==> src/rtl/lfc_pkg.sv <==
package lfc_pkg;
  // Strobes from the control decode to the count datapath
  typedef struct packed {
    logic step;   // advance the count this edge
    logic down;   // direction of the advance
  } lfcStrobe_t;
endpackage

==> src/rtl/lfc_ctrl.sv <==
module lfc_ctrl
  import lfc_pkg::*;
#(
  parameter int CODE_W  = 4,
  parameter int COUNT_W = 17,
  parameter int LOG_OFS = 2
) (
  input  logic               dirDown,
  input  logic               countEn,
  input  logic [CODE_W-1:0]  modCode,
  output lfcStrobe_t         strobe,
  output logic [COUNT_W-1:0] modMask
);
  localparam int MAX_LOG = (1 << CODE_W) - 1 + LOG_OFS;

  initial begin
    if (COUNT_W < MAX_LOG) $error("COUNT_W too small for the modulus code range");
  end

  logic codeOff;
  int   modLog;

  always_comb begin
    codeOff = (modCode == '0);
    modLog  = int'(modCode) + LOG_OFS;
  end

  // Mask of the live bits: bit i active when i < code + offset
  for (genvar gi = 0; gi < COUNT_W; gi++) begin : g_mask
    assign modMask[gi] = !codeOff && (gi < modLog);
  end

  always_comb begin
    strobe.step = countEn && !codeOff;
    strobe.down = dirDown;
  end
endmodule

==> src/rtl/lfc_datapath.sv <==
module lfc_datapath
  import lfc_pkg::*;
#(
  parameter int COUNT_W = 17
) (
  input  logic               clk,
  input  logic               rstN,
  input  lfcStrobe_t         strobe,
  input  logic [COUNT_W-1:0] modMask,
  output logic               carry,
  output logic               borrow
);
  logic [COUNT_W-1:0] countQ, countD, liveCount;
  logic atTop, atZero, carryD, borrowD;

  always_comb begin
    liveCount = countQ & modMask;
    atTop     = (liveCount == modMask);
    atZero    = (liveCount == '0);
    countD    = countQ;
    carryD    = 1'b0;
    borrowD   = 1'b0;
    if (strobe.step) begin
      if (strobe.down) begin
        if (atZero) begin
          countD  = modMask;
          borrowD = 1'b1;
        end else begin
          countD  = liveCount - 1'b1;
        end
      end else begin
        if (atTop) begin
          countD = '0;
          carryD = 1'b1;
        end else begin
          countD = liveCount + 1'b1;
        end
      end
    end
  end

  always_ff @(posedge clk or negedge rstN) begin
    if (!rstN) begin
      countQ <= '0;
      carry  <= 1'b0;
      borrow <= 1'b0;
    end else begin
      countQ <= countD;
      carry  <= carryD;
      borrow <= borrowD;
    end
  end

  // no step means the count holds and no pulse follows
  p_hold_r6: assert property (@(posedge clk) disable iff (!rstN)
    !strobe.step |=> ($stable(countQ) && !carry && !borrow));

  // after a step the count lies inside the mask it was computed with
  p_in_range_r7: assert property (@(posedge clk) disable iff (!rstN)
    strobe.step |=> ((countQ & ~$past(modMask)) == '0));

  // a carry follows only an up step
  p_carry_dir_r3: assert property (@(posedge clk) disable iff (!rstN)
    $rose(carry) |-> ($past(strobe.step) && !$past(strobe.down)));

  // a borrow follows only a down step and leaves the count at the top
  p_borrow_top_r4: assert property (@(posedge clk) disable iff (!rstN)
    $rose(borrow) |-> (countQ == $past(modMask)));
endmodule

==> src/rtl/loop_filter_counter.sv <==
module loop_filter_counter
  import lfc_pkg::*;
#(
  parameter int CODE_W  = 4,
  parameter int COUNT_W = 17,
  parameter int LOG_OFS = 2
) (
  input  logic              clk,
  input  logic              rstN,
  input  logic              dirDown,
  input  logic              countEn,
  input  logic [CODE_W-1:0] modCode,
  output logic              carry,
  output logic              borrow
);
  lfcStrobe_t         strobe;
  logic [COUNT_W-1:0] modMask;

  lfc_ctrl #(.CODE_W(CODE_W), .COUNT_W(COUNT_W), .LOG_OFS(LOG_OFS)) i_ctrl (
    .dirDown (dirDown),
    .countEn (countEn),
    .modCode (modCode),
    .strobe  (strobe),
    .modMask (modMask)
  );

  lfc_datapath #(.COUNT_W(COUNT_W)) i_dp (
    .clk     (clk),
    .rstN    (rstN),
    .strobe  (strobe),
    .modMask (modMask),
    .carry   (carry),
    .borrow  (borrow)
  );

  // wrap pulses are exclusive and one cycle wide
  p_excl_r9: assert property (@(posedge clk) disable iff (!rstN)
    !(carry && borrow));
  p_carry_once_r9: assert property (@(posedge clk) disable iff (!rstN)
    carry |=> !carry);
  p_borrow_once_r9: assert property (@(posedge clk) disable iff (!rstN)
    borrow |=> !borrow);
  // code zero gives no pulse on the next cycle
  p_off_r1: assert property (@(posedge clk) disable iff (!rstN)
    (modCode == '0) |=> (!carry && !borrow));
endmodule

==> config.mk <==
export PLATFORM = sky130hd
export DESIGN_NAME = loop_filter_counter
export DESIGN_NICKNAME = d
export VERILOG_FILES = /design/src/rtl/lfc_pkg.sv /design/src/rtl/lfc_ctrl.sv /design/src/rtl/lfc_datapath.sv /design/src/rtl/loop_filter_counter.sv
export SDC_FILE = /design/constraint.sdc
export NUM_CORES = 1
export LEC_CHECK = 0
export BUFFER_PORTS_ARGS = -buffer_cell sky130_fd_sc_hd__buf_2
export CELL_PAD_IN_SITES_DETAIL_PLACEMENT = 1
export CELL_PAD_IN_SITES_GLOBAL_PLACEMENT = 1
export CORE_MARGIN = 1.5
export CORE_UTILIZATION = 51
export CTS_BUF_LIST = sky130_fd_sc_hd__clkbuf_16
export DETAILED_ROUTE_END_ITERATION = 10
export PLACE_DENSITY_LB_ADDON = 0.1
export SKIP_CTS_REPAIR_TIMING = 1
export SLEW_MARGIN = 0
export SYNTH_ARGS = -nofsm -noshare
export SYNTH_HDL_FRONTEND = slang
export SYNTH_SLANG_ARGS = --single-unit
export TNS_END_PERCENT = 30
==> constraint.sdc <==
create_clock -name clk -period 4.2 [get_ports clk]
set_input_delay 0.84 -clock clk [delete_from_list [all_inputs] [get_ports clk]]
set_output_delay 0.84 -clock clk [all_outputs]
set_load 0.02 [all_outputs]
Yosys cells after proc, flatten, opt, wreduce, memory -nomap -nowiden
Index checks and enable logic that the tools add are counted.
Storage, ports and cells
  bits in read-only memories: 0
  word-level logic and storage cells: 55
  memories kept: 0
  input bits: 8
  memory bits (writable): 0
  output and inout port bits: 2
  bits in registers: 19
  bits in latches: 0
Cells by class
  add/subtract/negate cells: 3
  reductions and logical operators: 21
  div/mod/pow operators: 0
  muxes and demuxes: 9
  shift-type cells: 0
  multiply operators: 0
  bitwise gates (word level): 1
  $lt $le $gt $ge: 17
  equality and inequality tests: 1
Operators by type and width (number)
  5-bit by 32-bit < comparator with 1-bit output, first input constant: 8
  4-bit by 32-bit < comparator with 1-bit output, first input constant: 4
  3-bit by 32-bit < comparator with 1-bit output, first input constant: 2
  17-bit 2-to-1 mux: 3
  1-bit by 32-bit < comparator with 1-bit output, first input constant: 1
  2-bit by 32-bit < comparator with 1-bit output, first input constant: 1
  6-bit by 32-bit < comparator with 1-bit output, first input constant: 1
  1-bit logical AND: 18
  17-bit by 1-bit adder with 17-bit output, second input constant: 1
  17-bit bitwise AND: 1
  17-bit equality test: 1
  17-bit zero test: 1
  17-bit by 1-bit subtractor with 17-bit output, second input constant: 1
  1-bit 2-to-1 mux: 6
  4-bit by 2-bit adder with 5-bit output, second input constant: 1
  4-bit zero test: 1
  1-bit zero test: 1

Longest topological paths before layout
  depth in word-level cells: 8
  gate-level depth with buffers: 16

Hierarchy
Synthesis repeated with hierarchy kept, for this count alone.
Second synthesis, totals
  cell total of the unflattened synthesis: 354
  area, all modules: 2597.5 um2
By module, submodules not included
  lfc_datapath: times used 1, cells an instance 283, area each 2143.3 um2, seq. area each 475.5 um2
  lfc_ctrl: times used 1, cells an instance 71, area each 454.2 um2, seq. area each 0.0 um2

Worst setup path after synthesis
Ideal clock, no wire load.
  path kind: input to register
  start point: in modCode[1]
  end point: reg i_dp.countQ[14]
  setup time: 0.131 ns
  path slack: 0.683 ns
  buffers on the path: 2
  data required time: 4.069 ns
  cell stages on the path: 16
  arrival time: 3.386 ns
  cells stage by stage: buf_2 > inv_1 > ha_1 > buf_2 > and2b_1 > a211oi_1 > o21ai_2 > inv_1 > ha_1 > nand2_1 > nor4_2 > nand4b_1 > xnor2_1 > nor2_1 > a311oi_1 > a21oi_1
Between the ends
  word-level cells in the longest chain between the ends: 7
RTL lines
  from (decl): line loop_filter_counter.sv:12  | input logic [CODE_W-1:0] modCode,
  4-bit by 2-bit adder with 5-bit output / 4-bit zero test (equally long branches): line lfc_ctrl.sv:25, lfc_ctrl.sv:24
  1-bit by 32-bit < comparator with 1-bit output, or another cell as far along: line lfc_ctrl.sv:30  | assign modMask[gi] = !codeOff && (gi < modLog);
  1-bit logical AND: line lfc_ctrl.sv:30
  17-bit bitwise AND: line lfc_datapath.sv:17  | liveCount = countQ & modMask;
  17-bit by 1-bit adder with 17-bit output, or another cell as far along: line lfc_datapath.sv:36  | countD = liveCount + 1'b1;
  17-bit 2-to-1 mux, on equally long branches: line lfc_datapath.sv:32, lfc_datapath.sv:25
  17-bit 2-to-1 mux: line lfc_datapath.sv:24  | if (strobe.down) begin
  to (signal assigned): line lfc_datapath.sv:48  | countQ <= countD;
  to (decl): line lfc_datapath.sv:13  | logic [COUNT_W-1:0] countQ, countD, liveCount;
Parallel ways exist; a longest one is shown, timed or not.
A chain may end at the register's enable or synchronous reset.

Worst setup path after layout
  start point: in modCode[1]
  end point: reg i_dp.countQ[5]
The elaborated chain is that of the path after synthesis.

==> results.json <==
{
  "p_comb_share_pct": 58.1,
  "timing.rr.start": "i_dp.countQ[14]$_DFFE_PN0P_",
  "internal_power_w": 0.000669,
  "synth_commonest_cells": "nand2_1 (39), nor2_1 (30), a21oi_1 (29), dfrtp_1 (19), nand3_1 (16)",
  "io_pins": 10,
  "synth-async-reset-ratio_pct": 100,
  "drt-pass1-iter-count": 4,
  "nets": 382,
  "via_per_inst": 6.68,
  "worstSetupPathType": "in -> reg",
  "setup_viol": 0,
  "fin_crit_ns": 3.79,
  "hpwl_um": 7230,
  "wl_met3_um": 556,
  "htreeDepth": 1,
  "top_layer": "met4",
  "crit_cells": 11,
  "design.core.area_sq_mm": 0.00514,
  "path_clk_slew_ns": 0.06,
  "gp_congestion": 0.936,
  "drtIter0Drc": 215,
  "dr_total_vias": 2924,
  "area_growth_pct": 7.96,
  "ys_types": 75,
  "p_sw_w": 0.000660,
  "tns_ns": 0,
  "cp_max_fo": 15,
  "initial_core_util_pct": 52.9,
  "cp_cell_sequence": "buf_2, ha_1, nor4b_2, a211oi_4, nand2_2, nand3_1, and4bb_4, nand4_2, a21oi_1, o22ai_1, a221o_1",
  "hold_class": "in -> async",
  "synth_edf_count": 0,
  "max_freq_mhz": 264,
  "die_x_um": 76.0,
  "crit_family": "simple AND/OR/NAND/NOR gates",
  "arrival_ns": 3.93,
  "antenna_found_initial": 0,
  "drive_gt1_share_pct": 20.7,
  "clock_skew_ns": 0.00374,
  "rr_worst_depth": 9,
  "synthCells": 357,
  "cpPeakStageDelay_ns": 0.51,
  "clockBufferDepth": 2,
  "ys_seq_elements": 19,
  "die_area_sq_mm": 0.00578,
  "die_h_um": 76.0,
  "synthFlopType": "dfrtp_1",
  "start_kind": "input pin",
  "netlist_top_cells_area": "dfrtp_1 (17%), nand2_1 (5.4%), a21oi_1 (5.3%)",
  "slew_headroom_pct": 63.3,
  "wirelength_um": 9530,
  "finalCritPeriodShare_pct": 90.3,
  "endpoint_kind": "flop",
  "cts_tree": "yes",
  "rsz0062_at_grt": "no",
  "p_clk_share_pct": 16.1,
  "required_ns": 4.34,
  "numCtsBuffers": 3,
  "syn-num-nets": 370,
  "synth.avg_cell_area_sq_um": 7.62,
  "hold_viol": 0,
  "routedWlPerCell_um": 21.8,
  "grt_first_pass_wirelength_um": 16100,
  "swShare_pct": 49.7,
  "buffer_ports.inserted": 9,
  "slew_violations": 0,
  "seq_area_frac_synth_pct": 17.5,
  "p_leak_nw": 1.16,
  "antenna_cells": 0,
  "row_count": 26,
  "critPathLaunch": "modCode[1]",
  "grt_pass1_vias": 3035,
  "grt_use_total_pct": 34.8,
  "yosysWarnings": 0,
  "p_per_area_mw_per_mm2": 453,
  "outcome": "finished, final reports clean",
  "critPathBufInv": 1,
  "grt_max_degree": 29,
  "overflow": 0,
  "worst_slew_pin_slew_ns": 0.547,
  "cpMaxStageDelayCell": "nor4b_2",
  "drc": 0,
  "synth_most_common_cell": "nand2_1",
  "seqPwrFrac_pct": 25.8,
  "drt.antenna.violating_nets": 0,
  "drt-met1-wl_um": 4210,
  "clock-sinks": 19,
  "synth_area_sq_mm": 0.00272,
  "dp.cells": 434,
  "root_buffer": "clkbuf_16",
  "synth_top_area_share_pct": 17.5,
  "finalNonFillerCells": 438,
  "max_cap_violations": 0,
  "clock_latency_ns": 0.26,
  "ir_worst_vdd_v": 0.000224,
  "synth_top_area_cell": "dfrtp_1",
  "wl_met2_um": 4540
}
## kinds of logic (layout without fill, tap and decap cells)
family          Yosys count  count (layout)  synth area share [%]
mux                       1               1                 0.368
simple gates            174             174                  38.8
fa+ha+maj                 5               5                  2.30
xor+xnor                 19              19                  6.12
flops                    19              19                  17.5
compound gates          107             107                  28.3
buf+inv                  32              43                  6.62
## power groups by stage
stage	clock network, W	registers (W)	logic [W]
3_5_place_dp	0	0.000343	0.000749
5_1_grt	0.000217	0.000353	0.000844
6_report	0.000213	0.000344	0.000772
4_1_cts	0.000213	0.000340	0.000759
3_3_place_gp	0	0.000340	0.000725
2_1_floorplan	0	0.000311	0.000564
## placed cells by master, fill, tap and decap left out, types with 6 or more instances in the layout
cell type	count
xnor2_1	9
nand3_1	16
nand2_1	39
a21oi_1	29
nor2b_1	6
o22ai_1	7
dfrtp_1	19
nor3_1	15
nor2_1	30
and2_1	6
xor2_1	10
nand2b_1	9
o21ai_0	12
buf_4	19
a22oi_1	7
inv_1	11
or3_1	7
buf_2	9
## cell type report
class                   count  area [sq um]
clock buffers               3          75.1
well taps                  70          87.6
repair buffers             28           188
inverters                  11          41.3
fillers                   688          2200
multi-input cells         306          2060
clock inverters             1          5.00
flip-flops and latches     19           475
## sequential cells by signal, summed over array words and instances (netlist names)
register	cells
i_dp.carry	1
i_dp.borrow	1
i_dp.countQ	17
## routing by layer
layer | up-vias | global-route usage, %
li1 | 1355 | -
met1 | 1440 | 45.5
met2 | 111 | 58.3
met3 | 18 | 5.39
met4 | 0 | 12.2
met5 | - | 0
## final timing paths
path                                                    end  slack [ns]
worst max register to register   i_dp.countQ[5]$_DFFE_PN0P_        1.69
worst min-delay path             i_dp.countQ[5]$_DFFE_PN0P_        0.55
min in group clk                i_dp.countQ[12]$_DFFE_PN0P_        0.57
worst max-delay path             i_dp.countQ[5]$_DFFE_PN0P_        0.41
worst min register to register  i_dp.countQ[12]$_DFFE_PN0P_        0.57
max in group asynchronous       i_dp.countQ[14]$_DFFE_PN0P_        3.30
## per-stage QoR
| step | setup slack, ns | utilization (%) | total power, W | hold slack [ns] | instance area [sq um] |
|---|---|---|---|---|---|
| 2_1_floorplan | 0.683 | - | 0.000875 | 0.509 | 2720 |
| 3_3_place_gp | 0.357 | 55.6 | 0.00106 | 0.547 | 2860 |
| 3_5_place_dp | 0.260 | 55.6 | 0.00109 | 0.552 | 2860 |
| 4_1_cts | 0.500 | 57.1 | 0.00131 | 0.554 | 2940 |
| 5_1_grt | 0.240 | 57.1 | 0.00141 | 0.578 | 2940 |
| 6_report | 0.409 | 57.1 | 0.00133 | 0.549 | 2940 |
(Power assumes the default switching activity.)
